--- config.mk ---
export PLATFORM = sky130hd
export DESIGN_NAME = dma_chan_alloc
export DESIGN_NICKNAME = d
export VERILOG_FILES = /design/src/rtl/dmaalloc_pkg.sv /design/src/rtl/dmaalloc_pick.sv /design/src/rtl/dmaalloc_occ.sv /design/src/rtl/dmaalloc_map.sv /design/src/rtl/dma_chan_alloc.sv
export SDC_FILE = /design/constraint.sdc
export NUM_CORES = 1
export LEC_CHECK = 0
export BUFFER_PORTS_ARGS = -buffer_cell sky130_fd_sc_hd__clkbuf_2
export CAP_MARGIN = 25
export CORE_UTILIZATION = 60
export DETAILED_ROUTE_END_ITERATION = 10
export PLACE_DENSITY = 0.8
export SETUP_SLACK_MARGIN = 0.05
export SYNTH_ARGS = -nofsm -noshare
export SYNTH_HDL_FRONTEND = slang
export SYNTH_HIERARCHICAL = 1
export SYNTH_SLANG_ARGS = --single-unit
export TNS_END_PERCENT = 50
--- constraint.sdc ---
create_clock -name clk -period 8.5 [get_ports clk]
set_input_delay 0.85 -clock clk [delete_from_list [all_inputs] [get_ports clk]]
set_output_delay 0.85 -clock clk [all_outputs]
set_load 0.05 [all_outputs]
--- src/rtl/dmaalloc_pkg.sv ---
package dmaalloc_pkg;
  localparam int DEF_BANKS    = 2;
  localparam int DEF_BANK_CH  = 8;
  localparam int DEF_IDS      = 32;
  localparam int DEF_SPLIT    = 16;
  localparam int DEF_KEY_W    = 32;
  localparam int DEF_FLAG_BIT = 28;

  typedef enum logic [1:0] {
    REL_NONE      = 2'd0,
    REL_BY_ID     = 2'd1,
    REL_BY_HANDLE = 2'd2
  } rel_kind_e;
endpackage

--- src/rtl/dmaalloc_pick.sv ---
module dmaalloc_pick #(
  parameter int BANKS   = 2,
  parameter int BANK_CH = 8,
  localparam int CH_N   = BANKS * BANK_CH,
  localparam int CH_W   = $clog2(CH_N),
  localparam int BW     = $clog2(BANK_CH),
  localparam int BKW    = (BANKS > 1) ? $clog2(BANKS) : 1
) (
  input  logic            clk,
  input  logic            rst,
  input  logic [CH_N-1:0] occ,
  input  logic [BKW-1:0]  bank,
  output logic            found,
  output logic [CH_W-1:0] pick
);
  logic [BANKS-1:0]    hit_v;
  logic [BANKS*BW-1:0] idx_v;
  logic [BW-1:0]       idx_sel;

  // first-free scan, one per bank
  for (genvar b = 0; b < BANKS; b++) begin : g_bank
    logic [BANK_CH-1:0] slice;
    logic               hit;
    logic [BW-1:0]      idx;
    assign slice = occ[b*BANK_CH +: BANK_CH];
    always_comb begin
      hit = 1'b0;
      idx = '0;
      for (int i = BANK_CH - 1; i >= 0; i--) begin
        if (!slice[i]) begin
          hit = 1'b1;
          idx = BW'(i);
        end
      end
    end
    assign hit_v[b]           = hit;
    assign idx_v[b*BW +: BW]  = idx;
  end

  assign found   = hit_v[bank];
  assign idx_sel = idx_v[int'(bank)*BW +: BW];
  assign pick    = CH_W'(int'(bank) * BANK_CH + int'(idx_sel));

  // independent view of the selected bank for the checks
  logic [BANK_CH-1:0] bank_occ;
  logic               lower_free;
  logic               bank_full;
  assign bank_occ = occ[int'(bank)*BANK_CH +: BANK_CH];
  always_comb begin
    lower_free = 1'b0;
    bank_full  = 1'b1;
    for (int i = 0; i < BANK_CH; i++) begin
      if (!bank_occ[i]) begin
        bank_full = 1'b0;
        if (i < int'(idx_sel)) lower_free = 1'b1;
      end
    end
  end


  pick_was_free_chk: assert property (@(posedge clk) disable iff (rst)
    found |-> !occ[pick]);

  pick_is_lowest_chk: assert property (@(posedge clk) disable iff (rst)
    found |-> !lower_free);

  miss_means_full_chk: assert property (@(posedge clk) disable iff (rst)
    !found |-> bank_full);
endmodule

--- src/rtl/dmaalloc_occ.sv ---
module dmaalloc_occ #(
  parameter int CH_N = 16,
  parameter int ID_W = 5,
  localparam int CH_W = $clog2(CH_N)
) (
  input  logic            clk,
  input  logic            rst,
  input  logic            rel_en,
  input  logic [CH_W-1:0] rel_ch,
  input  logic            grant_en,
  input  logic [CH_W-1:0] grant_ch,
  input  logic [ID_W-1:0] grant_id,
  input  logic [CH_W-1:0] qry_ch,
  output logic [CH_N-1:0] occ_eff,
  output logic            qry_busy,
  output logic [ID_W-1:0] qry_id
);
  logic [CH_N-1:0] used_q;
  logic [CH_N-1:0] set_mask;
  logic [ID_W-1:0] owner_q [CH_N];

  // release is applied before the grant sees the vector
  always_comb begin
    occ_eff = used_q;
    if (rel_en) occ_eff[rel_ch] = 1'b0;
  end

  assign set_mask = grant_en ? (CH_N'(1) << grant_ch) : '0;

  always_ff @(posedge clk) begin
    if (rst) used_q <= '0;
    else     used_q <= occ_eff | set_mask;
  end

  // owner table: plain write port, no reset
  always_ff @(posedge clk) begin
    if (grant_en) owner_q[grant_ch] <= grant_id;
  end

  always_ff @(posedge clk) begin
    if (rst) begin
      qry_busy <= 1'b0;
      qry_id   <= '0;
    end else begin
      qry_busy <= used_q[qry_ch];
      qry_id   <= used_q[qry_ch] ? owner_q[qry_ch] : '0;
    end
  end


  idle_keeps_occ_chk: assert property (@(posedge clk) disable iff (rst)
    !grant_en |=> used_q == $past(occ_eff));

  grant_marks_busy_chk: assert property (@(posedge clk) disable iff (rst)
    grant_en |=> used_q[$past(grant_ch)]);

  release_frees_chk: assert property (@(posedge clk) disable iff (rst)
    rel_en && !(grant_en && grant_ch == rel_ch) |=> !used_q[$past(rel_ch)]);
endmodule

--- src/rtl/dmaalloc_map.sv ---
module dmaalloc_map #(
  parameter int IDS  = 32,
  parameter int CH_W = 4,
  localparam int ID_W = $clog2(IDS)
) (
  input  logic            clk,
  input  logic            rst,
  input  logic [ID_W-1:0] rd_id,
  output logic            rd_vld,
  output logic [CH_W-1:0] rd_ch,
  input  logic            clr_en,
  input  logic [ID_W-1:0] clr_id,
  input  logic            set_en,
  input  logic [ID_W-1:0] set_id,
  input  logic [CH_W-1:0] set_ch,
  input  logic [ID_W-1:0] lk_id,
  output logic            lk_vld,
  output logic [CH_W-1:0] lk_ch
);
  logic [IDS-1:0]  vld_q;
  logic [IDS-1:0]  vld_d;
  logic [CH_W-1:0] chan_mem [IDS];

  assign rd_vld = vld_q[rd_id];
  assign rd_ch  = chan_mem[rd_id];

  always_comb begin
    vld_d = vld_q;
    if (clr_en) vld_d[clr_id] = 1'b0;
    if (set_en) vld_d[set_id] = 1'b1;
  end

  always_ff @(posedge clk) begin
    if (rst) vld_q <= '0;
    else     vld_q <= vld_d;
  end

  always_ff @(posedge clk) begin
    if (set_en) chan_mem[set_id] <= set_ch;
  end

  always_ff @(posedge clk) begin
    if (rst) begin
      lk_vld <= 1'b0;
      lk_ch  <= '0;
    end else begin
      lk_vld <= vld_q[lk_id];
      lk_ch  <= vld_q[lk_id] ? chan_mem[lk_id] : '0;
    end
  end


  set_marks_valid_chk: assert property (@(posedge clk) disable iff (rst)
    set_en |=> vld_q[$past(set_id)]);

  clear_drops_valid_chk: assert property (@(posedge clk) disable iff (rst)
    clr_en && !(set_en && set_id == clr_id) |=> !vld_q[$past(clr_id)]);
endmodule

--- src/rtl/dma_chan_alloc.sv ---
module dma_chan_alloc
  import dmaalloc_pkg::*;
#(
  parameter int BANKS    = DEF_BANKS,
  parameter int BANK_CH  = DEF_BANK_CH,
  parameter int IDS      = DEF_IDS,
  parameter int SPLIT    = DEF_SPLIT,
  parameter int KEY_W    = DEF_KEY_W,
  parameter int FLAG_BIT = DEF_FLAG_BIT,
  localparam int CH_N    = BANKS * BANK_CH,
  localparam int CH_W    = $clog2(CH_N),
  localparam int ID_W    = $clog2(IDS),
  localparam int BKW     = (BANKS > 1) ? $clog2(BANKS) : 1,
  localparam int SPL_W   = $clog2(SPLIT)
) (
  input  logic             clk,
  input  logic             rst,
  input  logic             req_valid,
  output logic             req_ready,
  input  logic [ID_W-1:0]  req_id,
  input  logic             rel_valid,
  output logic             rel_ready,
  input  logic [KEY_W-1:0] rel_key,
  output logic             rsp_valid,
  output logic             rsp_busy,
  output logic [KEY_W-1:0] rsp_handle,
  input  logic [ID_W-1:0]  lkp_id,
  output logic             lkp_valid,
  output logic [CH_W-1:0]  lkp_chan,
  input  logic [CH_W-1:0]  own_chan,
  output logic             own_busy,
  output logic [ID_W-1:0]  own_id
);
  logic ready_q;
  logic req_fire, rel_fire;

  always_ff @(posedge clk) begin
    if (rst) ready_q <= 1'b0;
    else     ready_q <= 1'b1;
  end
  assign req_ready = ready_q;
  assign rel_ready = ready_q;
  assign req_fire  = req_valid & ready_q;
  assign rel_fire  = rel_valid & ready_q;

  // release key decode
  logic [KEY_W-1:0] key_noflag;
  logic             key_is_handle, key_is_id;
  rel_kind_e        rel_kind;
  logic             map_rd_vld;
  logic [CH_W-1:0]  map_rd_ch;
  logic             rel_en;
  logic [CH_W-1:0]  rel_ch;
  logic             clr_en;

  always_comb begin
    key_noflag           = rel_key;
    key_noflag[FLAG_BIT] = 1'b0;
  end
  assign key_is_handle = rel_key[FLAG_BIT] && ((key_noflag >> CH_W) == '0);
  assign key_is_id     = !rel_key[FLAG_BIT] && ((rel_key >> ID_W) == '0);

  always_comb begin
    rel_kind = REL_NONE;
    if (rel_fire) begin
      if (key_is_handle)  rel_kind = REL_BY_HANDLE;
      else if (key_is_id) rel_kind = REL_BY_ID;
    end
  end

  assign rel_en = (rel_kind == REL_BY_HANDLE) || (rel_kind == REL_BY_ID && map_rd_vld);
  assign rel_ch = (rel_kind == REL_BY_HANDLE) ? rel_key[CH_W-1:0] : map_rd_ch;
  assign clr_en = (rel_kind == REL_BY_ID);

  // bank selection from the logical ID range
  logic [ID_W-1:0] id_bank;
  logic [BKW-1:0]  bank_sel;
  assign id_bank  = req_id >> SPL_W;
  assign bank_sel = (int'(id_bank) >= BANKS) ? BKW'(BANKS - 1) : id_bank[BKW-1:0];

  logic [CH_N-1:0] occ_eff;
  logic            found;
  logic [CH_W-1:0] pick;
  logic            grant_en;
  assign grant_en = req_fire & found;

  dmaalloc_pick #(.BANKS(BANKS), .BANK_CH(BANK_CH)) u_pick (
    .clk   (clk),
    .rst   (rst),
    .occ   (occ_eff),
    .bank  (bank_sel),
    .found (found),
    .pick  (pick)
  );

  dmaalloc_occ #(.CH_N(CH_N), .ID_W(ID_W)) u_occ (
    .clk      (clk),
    .rst      (rst),
    .rel_en   (rel_en),
    .rel_ch   (rel_ch),
    .grant_en (grant_en),
    .grant_ch (pick),
    .grant_id (req_id),
    .qry_ch   (own_chan),
    .occ_eff  (occ_eff),
    .qry_busy (own_busy),
    .qry_id   (own_id)
  );

  dmaalloc_map #(.IDS(IDS), .CH_W(CH_W)) u_map (
    .clk    (clk),
    .rst    (rst),
    .rd_id  (rel_key[ID_W-1:0]),
    .rd_vld (map_rd_vld),
    .rd_ch  (map_rd_ch),
    .clr_en (clr_en),
    .clr_id (rel_key[ID_W-1:0]),
    .set_en (grant_en),
    .set_id (req_id),
    .set_ch (pick),
    .lk_id  (lkp_id),
    .lk_vld (lkp_valid),
    .lk_ch  (lkp_chan)
  );

  // registered response
  logic [KEY_W-1:0] handle_d;
  always_comb begin
    handle_d = '0;
    if (grant_en) begin
      handle_d[FLAG_BIT]   = 1'b1;
      handle_d[CH_W-1:0]   = pick;
    end
  end

  always_ff @(posedge clk) begin
    if (rst) begin
      rsp_valid  <= 1'b0;
      rsp_busy   <= 1'b0;
      rsp_handle <= '0;
    end else begin
      rsp_valid  <= req_fire;
      rsp_busy   <= req_fire & ~found;
      rsp_handle <= handle_d;
    end
  end


  rsp_follows_req_chk: assert property (@(posedge clk) disable iff (rst)
    req_fire |=> rsp_valid);

  no_spurious_rsp_chk: assert property (@(posedge clk) disable iff (rst)
    !req_fire |=> !rsp_valid);

  handle_flag_chk: assert property (@(posedge clk) disable iff (rst)
    rsp_valid && !rsp_busy |-> rsp_handle[FLAG_BIT] && ((key_noflag_of(rsp_handle) >> CH_W) == '0));

  busy_handle_zero_chk: assert property (@(posedge clk) disable iff (rst)
    rsp_valid && rsp_busy |-> rsp_handle == '0);

  bank_match_chk: assert property (@(posedge clk) disable iff (rst)
    rsp_valid && !rsp_busy |-> (int'(rsp_handle[CH_W-1:0]) / BANK_CH) == int'($past(bank_sel)));

  function automatic logic [KEY_W-1:0] key_noflag_of(input logic [KEY_W-1:0] k);
    logic [KEY_W-1:0] r;
    r = k;
    r[FLAG_BIT] = 1'b0;
    return r;
  endfunction
endmodule

* Yosys cells after proc, flatten, opt, wreduce, memory -nomap -nowiden
Memories as Yosys holds them, arrays and structs flattened. A register that Yosys moved wholly into a read port is not among the register bits.
Cells that the tools add are included.
** Storage, ports and cells
- Bits in latches :: 0
- Output and inout port bits :: 47
- Bits in registers :: 85
- Input bits :: 50
- Bits in read-only memories :: 0
- Memories :: 2
- RAM bits :: 208
** Cells by class
- Eq/ne operators :: 2
- Add/sub/neg operators :: 1
- $lt $le $gt $ge :: 10
- Bitwise logic cells :: 14
- Shifts and indexed selects :: 2
- Div/mod/pow operators :: 0
- Reductions and logical operators :: 13
- Muxes and demuxes :: 58
- $mul :: 1
** Memory list
- u_map.chan_mem :: words 32, width 4, read ports 2, clocked after Yosys merged registers in 1, write ports 1, line dmaalloc_map.sv:22 : logic [CH_W-1:0] chan_mem [IDS];
- u_occ.owner_q :: words 16, width 5, read ports 1, clocked after Yosys merged registers in 1, write ports 1, line dmaalloc_occ.sv:20 : logic [ID_W-1:0] owner_q [CH_N];
** Operators with widths (number)
- logical NOT 32 bit :: 2
- 2-to-1 mux 32 bit :: 2
- 2-to-1 mux 3 bit :: 16
- AND 32 bit :: 1
- 2-to-1 mux 16 bit :: 2
- inverter 32 bit :: 1
- bitwise OR 32 bit :: 1
- variable part select 6 x 32 -> 3 bit :: 1
- 2-to-1 mux 1 bit :: 29
- less-than comparator 5 x 6 -> 1 bit (second input constant) :: 3
- AND 16 bit :: 1
- inverter 16 bit :: 1
- bitwise OR 16 bit :: 1
- << shifter 1 x 4 -> 16 bit (first input constant) :: 1
- binary-select mux 1 bit (select 5 bit) :: 2
- demux 1 bit (select 5 bit) :: 2
- >= comparator 5 x 1 -> 1 bit (second input constant) :: 2
- less-than comparator 4 x 5 -> 1 bit (second input constant) :: 2
- logical AND 1 bit :: 6
- OR reduction 2 bit :: 3
- adder 4 x 3 -> 4 bit :: 1
- AND 1 bit :: 4
- binary-select mux 1 bit (select 4 bit) :: 1
- demux 1 bit (select 4 bit) :: 1
- other kinds (11) :: 15

* Logic depth before layout (Yosys ltp)
Gate-level depths: netlist of run 1.
- Depth after elaboration :: 27
- Depth in mapped cells :: 17
- Mapped depth without buffers :: 15

* Cells and area by module
The synthesis of run 1 kept the hierarchy.
** By module, submodules not included
- dmaalloc_map :: instances 1, area an instance 8031.5 µm², cells an instance 521, seq. area each 4584.4 µm²
- dmaalloc_occ :: instances 1, area an instance 4112.7 µm², cells an instance 254, seq. area each 2842.7 µm²
- dma_chan_alloc :: instances 1, area an instance 576.8 µm², cells an instance 66, seq. area each 160.2 µm²
- dmaalloc_pick :: instances 1, area an instance 188.9 µm², cells an instance 33, seq. area each 0.0 µm²

* Worst setup path after synthesis of run 1
OpenSTA, ideal clock, no wires.
- Kind :: input to register
- From :: in rel_key[0]
- To :: mem u_occ.owner_q[10][0], enable pin
- Stages on the path :: 13
- Arrival time :: 5871 ps
- Required time :: 8123 ps
- Path buffers :: 2
- Setup slack :: 2252 ps
- Cells stage by stage :: clkbuf_1 -> buf_4 -> mux4_2 -> mux4_2 -> mux2_2 -> mux2_2 -> nand2b_1 -> o21a_1 -> nand2_1 -> a31oi_1 -> o32ai_1 -> nand3_1 -> nor3_1
** RTL lines
- from (decl) :: line dma_chan_alloc.sv:23 : input logic [KEY_W-1:0] rel_key,
- memory read (32 x 4 bit) (*)
- net map_rd_ch[0] :: line dma_chan_alloc.sv:51 : logic [CH_W-1:0] map_rd_ch;
- 2-to-1 mux 4 bit (*) :: line dma_chan_alloc.sv:72 : assign rel_ch = (rel_kind == REL_BY_HANDLE) ? rel_key[CH_W-1:0] : map_rd_ch;
- net rel_ch[0] :: line dma_chan_alloc.sv:53 : logic [CH_W-1:0] rel_ch;
- less-than comparator 4 x 5 -> 1 bit (not written as such) / >= comparator 4 x 1 -> 1 bit (equally long branches) :: line dmaalloc_occ.sv:25 : if (rel_en) occ_eff[rel_ch] = 1'b0;
- logical AND 1 bit (not written as such) :: line dmaalloc_occ.sv:25
- 2-to-1 mux 1 bit (not written as such) :: line dmaalloc_occ.sv:25
- demux 1 bit (select 4 bit) (*)
- inverter 16 bit (no source line) (*)
- AND 16 bit (no source line) (*)
- 2-to-1 mux 16 bit (*) :: line dmaalloc_occ.sv:25
- net occ_eff[14] :: line dma_chan_alloc.sv:81 : logic [CH_N-1:0] occ_eff;
- 2-to-1 mux 3 bit (*) (7 in series) :: line dmaalloc_pick.sv:30 : if (!slice[i]) begin
- variable part select 6 x 32 -> 3 bit (*) :: line dmaalloc_pick.sv:41 : assign idx_sel = idx_v[int'(bank)*BW +: BW];
- adder 4 x 3 -> 4 bit (*) :: line dmaalloc_pick.sv:42 : assign pick = CH_W'(int'(bank) * BANK_CH + int'(idx_sel));
- net pick[1] :: line dma_chan_alloc.sv:83 : logic [CH_W-1:0] pick;
- to (decl) :: line dmaalloc_occ.sv:20
Mark *: on every way through the listed nets, which the timed path passes. The rest lies on a longest branch. The select of a mux whose other input is x is not followed.

* Final worst setup path of run 1
- From :: in rel_key[0]
- To :: mem u_occ.owner_q[0][3], enable pin
** RTL lines
- memory read (32 x 4 bit) (*)
- net map_rd_ch[2] :: line dma_chan_alloc.sv:51
- 2-to-1 mux 4 bit (*) :: line dma_chan_alloc.sv:72
- net rel_ch[2] :: line dma_chan_alloc.sv:53
- less-than comparator 4 x 5 -> 1 bit (not written as such) / >= comparator 4 x 1 -> 1 bit (equally long branches) :: line dmaalloc_occ.sv:25
- logical AND 1 bit (not written as such) :: line dmaalloc_occ.sv:25
- 2-to-1 mux 1 bit (not written as such) :: line dmaalloc_occ.sv:25
- demux 1 bit (select 4 bit) (*)
- [... 3 more ...]
- net occ_eff[0] :: line dma_chan_alloc.sv:81
- 2-to-1 mux 1 bit (*) :: line dmaalloc_pick.sv:30
- 2-to-1 mux 1 bit (not written as such) (*) (2 in series) :: line dmaalloc_pick.sv:40 : assign found = hit_v[bank];
- net found :: line dma_chan_alloc.sv:82 : logic found;
- AND 1 bit (*) :: line dma_chan_alloc.sv:85 : assign grant_en = req_fire & found;
- net grant_en :: line dma_chan_alloc.sv:84 : logic grant_en;
- 2-to-1 mux 1 bit (*) :: line dmaalloc_occ.sv:37 : if (grant_en) owner_q[grant_ch] <= grant_id;
- 2-to-1 mux 1 bit (not written as such) (*) :: line dmaalloc_occ.sv:37
Marks and branches as above.

==> impl_metrics.json, run 1 <==
{
  "status": "finished clean",
  "die_area_mm2": 0.0221,
  "hold_violations": 0,
  "start_util_pct": 61.2,
  "drt_pass1_iterations": 5,
  "wl_um": 30700,
  "start_kind": "input pin",
  "r2r_end": "u_occ/owner_q[0][3]$_DFFE_PP_",
  "final_net_count": 989,
  "nFillCells": 1423,
  "antenna_found_initial": 0,
  "cap_viol_max_count": 0,
  "cts-resized-gates": 0,
  "critPathKind": "input pin to flop",
  "grt_pass1_vias": 8080,
  "fin_crit_ns": 6.32,
  "ff2ff_path_depth": 12,
  "power_leakage_uw": 0.00515,
  "clk_pin_slew_ns": 0.06,
  "htree_levels": 1,
  "layout-area-overhead-vs-synth_pct": 10.4,
  "worst_slew_pin_slew_ns": 0.991,
  "cp.arrival_ns": 6.48,
  "final.setup.tns_ns": 0,
  "cp_max_fo": 20,
  "end_kind": "flop",
  "setup_violations": 0,
  "register_area_mm2": 0.00759,
  "rr_startpoint": "u_map/chan_mem[12][2]$_DFFE_PP_",
  "synth_edf_count": 208,
  "place_area_mm2": 0.0133,
  "worstPathRequired_ns": 8.66,
  "drv_slew": 0,
  "antenna_cells": 0,
  "clock.fmax_ghz": 0.158,
  "fin_skew_ns": 0.0187,
  "num_rows": 53,
  "relSlewSlack_pct": 33.4,
  "synthesis.area_mm2": 0.0129,
  "ant_nets": 0,
  "vias": 8220,
  "multi_input_area_mm2": 0.00479,
  "hold_class": "flop to flop",
  "cts_setup_buffers": 0,
  "vdd_drop_max_mv": 0.169,
  "globalRoute.totalOverflow": 0,
  "fin_crit_sh_pct": 74.4,
  "placed_cells": 1184,
  "die_h_um": 149,
  "clockBufferDepth": 3,
  "cts_root_buf": "clkbuf_16",
  "core_region_area_mm2": 0.0211,
  "globalRouteTotalUtil_pct": 28.9,
  "synth_seq_cells": 275,
  "avgViaCountPerCell": 6.65,
  "io_pins": 97,
  "detail_route.wl_per_cell_um": 24.8,
  "gp_congestion": 0.884,
  "clkLatencyLatePin_ns": 0.54,
  "cts_tree": "built",
  "whs_endpoint": "u_map/vld_q[19]$_SDFF_PP0_",
  "rsz0062_at_grt": "false",
  "clock_sinks": 275,
  "ys.flop_type": "edfxtp_1",
  "stdcell_area_mm2": 0.0142,
  "syn_inst": 874,
  "numCtsBuffers": 28,
  "rrSetupSlack_ns": 2.98,
  "yosysWarnings": 6,
  "die_w_um": 149,
  "whs_path_depth": 2,
  "grt_max_degree": 68,
  "powerDensity_mw_per_mm2": 205,
  "layoutNonFillerInstCount": 1236,
  "hold_ws_ns": 0.496,
  "yosysSeqAreaShare_pct": 58.8,
  "port_buffers": 69,
  "cts_hold_buf": 0,
  "synth_async_sr_flop_share_pct": 0,
  "syn_avg_cell_area_um2": 14.8,
  "drt_iter0_markers": 916,
  "drive_gt1_share_pct": 25.4,
  "min_from": "u_map/vld_q[19]$_SDFF_PP0_",
  "grt_first_pass_wirelength_um": 47100,
  "drc": 0,
  "synth_cell_types": 54,
  "hpwl_um": 20300,
  "power_uw": 2920
}
[cells by family after synthesis]
logic type	share of synthesized area, %
AOI/OAI and AO/OA	5.83
other	0.0290
muxes	21.4
DFF	58.8
buffers and inverters	5.18
and+or+nand+nor	8.77
[registers in the layout, indices dropped and copies added (netlist names), 4 cells and up]
| register | cells |
|---|---|
| u_occ/owner_q | 80 |
| u_map/chan_mem | 128 |
| u_occ/qry_id | 5 |
| u_map/lk_ch | 4 |
| rsp_handle | 5 |
| u_map/vld_q | 32 |
| u_occ/used_q | 16 |
[final cells by class]
cell class | count | share of cell area, %
clock inverters | 16 | 1.09
multi-input cells | 517 | 33.6
clock buffers | 36 | 5.71
flip-flops and latches | 275 | 53.2
well taps | 275 | 2.41
repair buffers | 79 | 2.95
inverters | 38 | 1.00
[worst max-delay path by stage]
stage               start                        endpoint  depth (start not counted)
2_1_floorplan  rel_key[0]  u_occ/owner_q[10][0]$_DFFE_PP_                         13
3_3_place_gp   rel_key[0]   u_occ/owner_q[0][3]$_DFFE_PP_                         14
3_5_place_dp   rel_key[0]   u_occ/owner_q[0][3]$_DFFE_PP_                         14
4_1_cts        rel_key[0]   u_occ/owner_q[0][3]$_DFFE_PP_                         14
5_1_grt        rel_key[0]   u_occ/owner_q[0][3]$_DFFE_PP_                         14
6_report       rel_key[0]   u_occ/owner_q[0][3]$_DFFE_PP_                         14
[per-layer routing]
metal  track usage (%)  vias up  wire, µm
li1                  -     3497         -
met1              39.2     4151     11800
met2              46.8      524     15100
met3              7.33       48      3120
met4              7.53        0       617
met5                 0        -         0
[metrics by stage]
step,util [%],setup WS [ns]
floorplan,-,2.25
global placement,63.0,1.78
detailed placement,63.0,1.68
CTS,67.6,2.21
global route,67.6,1.92
finish,67.6,2.18
[power breakdown]
group          switching (µW)  internal, µW  leakage [µW]
sequential               3.53          1450       0.00246
combinational             140          70.0       0.00221
clock                     521           743      0.000479
total                     665          2260       0.00515
[synthesized netlist by cell type (3+ instances only)]
library cell / n / share of area [%]
mux4_1: 10 / 2.0
buf_1: 4 / 0.12
o31a_1: 4 / 0.27
clkbuf_1: 12 / 0.35
nand3_1: 18 / 0.70
a22oi_1: 10 / 0.58
nand2b_1: 11 / 0.53
clkbuf_4: 4 / 0.23
a221oi_1: 8 / 0.54
buf_12: 3 / 0.47
inv_1: 38 / 1.1
nor4_1: 5 / 0.24
edfxtp_1: 208 / 48
buf_6: 6 / 0.52
a21oi_1: 46 / 1.8
nor2_1: 59 / 1.7
nor3b_1: 4 / 0.23
or3b_2: 4 / 0.27
mux2i_1: 28 / 2.2
dfxtp_1: 67 / 10
and3b_1: 3 / 0.20
a31oi_1: 4 / 0.19
or3_1: 5 / 0.24
nor2b_1: 4 / 0.19
mux2_2: 9 / 0.79
nor3_1: 9 / 0.35
and2b_1: 3 / 0.17
and2_1: 3 / 0.15
o21ai_0: 34 / 1.3
nand2_1: 60 / 1.7
and3_1: 12 / 0.58
nand4_1: 5 / 0.24
nand3b_1: 9 / 0.52
buf_2: 5 / 0.19
buf_4: 34 / 2.0
o21a_1: 12 / 0.70
mux4_2: 93 / 16
[cells in the final DEF, fill, tap and decap left out, types with 5 or more instances in the layout]
cell type	instances
mux2i_1	28
o21ai_0	34
buf_4	10
edfxtp_1	208
a22oi_1	10
inv_1	38
nand3_1	18
nor4_1	5
conb_1	27
and3_1	12
clkinv_2	6
mux4_1	10
mux2_2	9
or3_1	5
nand2_1	60
clkbuf_16	30
mux4_2	93
nor2_1	59
nand2b_1	11
a21oi_1	46
dfxtp_1	67
nor3_1	9
nand3b_1	9
o21a_1	12
clkbuf_2	68
nand4_1	5
a221oi_1	8
[critical path: stages]
cell and delay [ns]:
clkbuf_2 0.45, buf_4 0.45, mux4_2 0.56, mux4_2 0.46, mux2_2 0.31, mux2_2 0.31
or3b_2 0.53, o31a_1 0.29, and2b_2 0.23, nand4_1 0.13, o22a_1 0.24, and3_1 0.35
or3b_2 0.52, nor3_1 0.77
No activity file was read; power rests on OpenSTA's default activity.
==> run 2, diff against run 1 <==
CORE_UTILIZATION = 55   (was 60)
PLACE_DENSITY = 0.77   (was 0.8)
clock period = 5.4 ns   (was 8.5 ns; I/O delays follow)
==> run 2 against run 1 <==
Worst hold slack lost 0.23 ns. Routed wire length increased by 4.0%. Clock-buffer cell count grew 9. Sequential power increased by 57%. Via count grew 0.91%. Cell count increased by 5.1%. Sequential cell count is the same. Global-route usage shrank 1.6 points. Highest routed layer unchanged.
==> impl_metrics.json, run 2 (synthesis gave the netlist of run 1 again) <==
{
  "status": "finished clean",
  "power_leakage_uw": 0.00529,
  "setup_violations": 0,
  "power_uw": 4570,
  "grt_first_pass_wirelength_um": 48600,
  "start_kind": "flop",
  "drt_iter0_markers": 854,
  "clockBufferDepth": 3,
  "num_rows": 55,
  "worstPathRequired_ns": 5.62,
  "clock.fmax_ghz": 0.203,
  "seq_power_share_pct": 50.0,
  "reg_top3": "u_map/chan_mem x128, u_occ/owner_q x80, u_map/vld_q x32",
  "intPower_uw": 3550,
  "detail_route.wl_per_cell_um": 24.5,
  "vdd_drop_max_mv": 0.320,
  "cts_hold_buf": 0,
  "p_sw_uw": 1020,
  "cts_tree": "built",
  "register_area_mm2": 0.00759,
  "cp-startpoint": "u_map/chan_mem[12][3]$_DFFE_PP_",
  "numCtsBuffers": 28,
  "drc": 0,
  "wl_um": 31900,
  "clk_pin_slew_ns": 0.06,
  "end_kind": "flop",
  "hold_violations": 0,
  "core_region_area_mm2": 0.0228,
  "nFillCells": 1665,
  "htree_levels": 1,
  "rr_startpoint": "u_map/chan_mem[12][3]$_DFFE_PP_",
  "clkPwrFrac_pct": 42.5,
  "final.setup.tns_ns": 0,
  "fin_skew_ns": 0.0303,
  "die_w_um": 155,
  "antenna_cells": 0,
  "drive_gt1_share_pct": 26.8,
  "powerDensity_mw_per_mm2": 315,
  "cp.arrival_ns": 5.15,
  "multi_input_area_mm2": 0.00478,
  "place_area_mm2": 0.0135,
  "clock_sinks": 275,
  "top_register": "u_map/chan_mem",
  "worst_slew_pin_slew_ns": 1.00,
  "hold_ws_ns": 0.268,
  "rsz0062_at_grt": "false",
  "vias": 8295,
  "power_frac_comb_pct": 7.5,
  "die_h_um": 155,
  "hpwl_um": 21700,
  "cap_viol_max_count": 0,
  "mostFrequentLayoutCell": "edfxtp_1",
  "clkLatencyLatePin_ns": 0.55,
  "cts_setup_buffers": 0,
  "stdcell_area_mm2": 0.0145,
  "port_buffers": 69,
  "switching_share_pct": 22.3,
  "largest_register_ffs": 128,
  "min_from": "req_valid",
  "hold_class": "input pin to flop",
  "cts_root_buf": "clkbuf_16",
  "fin_crit_ns": 4.93,
  "io_pins": 97,
  "gp_congestion": 0.893,
  "globalRoute.totalOverflow": 0,
  "layout-area-overhead-vs-synth_pct": 12.4,
  "ant_nets": 0,
  "drv_slew": 0,
  "cts-resized-gates": 0,
  "final_net_count": 1014,
  "start_util_pct": 56.5,
  "grt_pass1_vias": 8284,
  "die_area_mm2": 0.0241,
  "globalRouteTotalUtil_pct": 27.2,
  "antenna_found_initial": 0,
  "avgViaCountPerCell": 6.39,
  "relSlewSlack_pct": 33.0,
  "grt_max_degree": 64,
  "cp_max_fo": 8,
  "final_cell_mix": "edfxtp_1, mux4_2, clkbuf_2",
  "drt_pass1_iterations": 5,
  "fin_crit_sh_pct": 91.2,
  "critPathKind": "flop to flop"
}
-- run 2: cell count changes in the layout (fill, tap and decap cells not counted), moves of 2 or more --
cell,before,now
buf_12,0,3
buf_4,10,32
bufinv_16,2,0
clkbuf_1,2,6
clkbuf_16,30,32
clkbuf_8,4,6
clkinv_4,2,0
inv_6,3,0
-- run 2: routing by layer --
metal  vias up  global-route usage [%]  share of wire (%)
met5         -                       0                  0
met4         0                    7.98                3.0
met3        78                    6.27                 11
met2       529                    43.2                 47
met1      4147                    38.1                 39
li1       3541                       -                  -
-- run 2: cell type report --
type / count / area share (%)
clock buffers: 45 / 6.28
clock inverters: 7 / 0.336
inverters: 38 / 0.983
multi-input cells: 517 / 33.0
flip-flops and latches: 275 / 52.3
well taps: 313 / 2.70
repair buffers: 104 / 4.45
-- run 2: power by group through the flow --
stage / clock (µW) / combinational (µW) / sequential [µW]
floorplan: 0 / 244 / 2340
finish: 1940 / 342 / 2280
global route: 2060 / 361 / 2280
CTS: 1970 / 339 / 2280
detailed placement: 0 / 338 / 2330
global placement: 0 / 334 / 2330
-- run 2: path summary, 6_finish.rpt --
check,to,slack (ns),cells past startpoint
hold / removal,rsp_busy$_SDFF_PP0_,0.27,3
setup / recovery,u_map/chan_mem[30][1]$_DFFE_PP_,0.47,13
setup reg to reg,u_map/chan_mem[30][1]$_DFFE_PP_,0.47,13
hold reg to reg,u_map/vld_q[5]$_SDFF_PP0_,0.49,2
-- run 2: critical path, cell delays in order (launching register included) --
cell	delay, ns
edfxtp_1	0.47
mux4_2	0.49
mux4_2	0.51
mux2_2	0.28
mux2_2	0.28
or3b_2	0.52
o31a_1	0.29
and2b_2	0.23
nand4_1	0.13
o22a_1	0.15
and3_1	0.30
and3b_1	0.59
nand2_1	0.15
inv_1	0.21
-- run 2: through the flow --
step,worst slack (ns),cells,utilization (%)
floorplan,0.0633,900,-
global placement,0.139,1246,59.2
detailed placement,0.0159,1246,59.2
CTS,0.509,1298,63.4
global route,0.323,1299,63.5
finish,0.474,1299,63.5
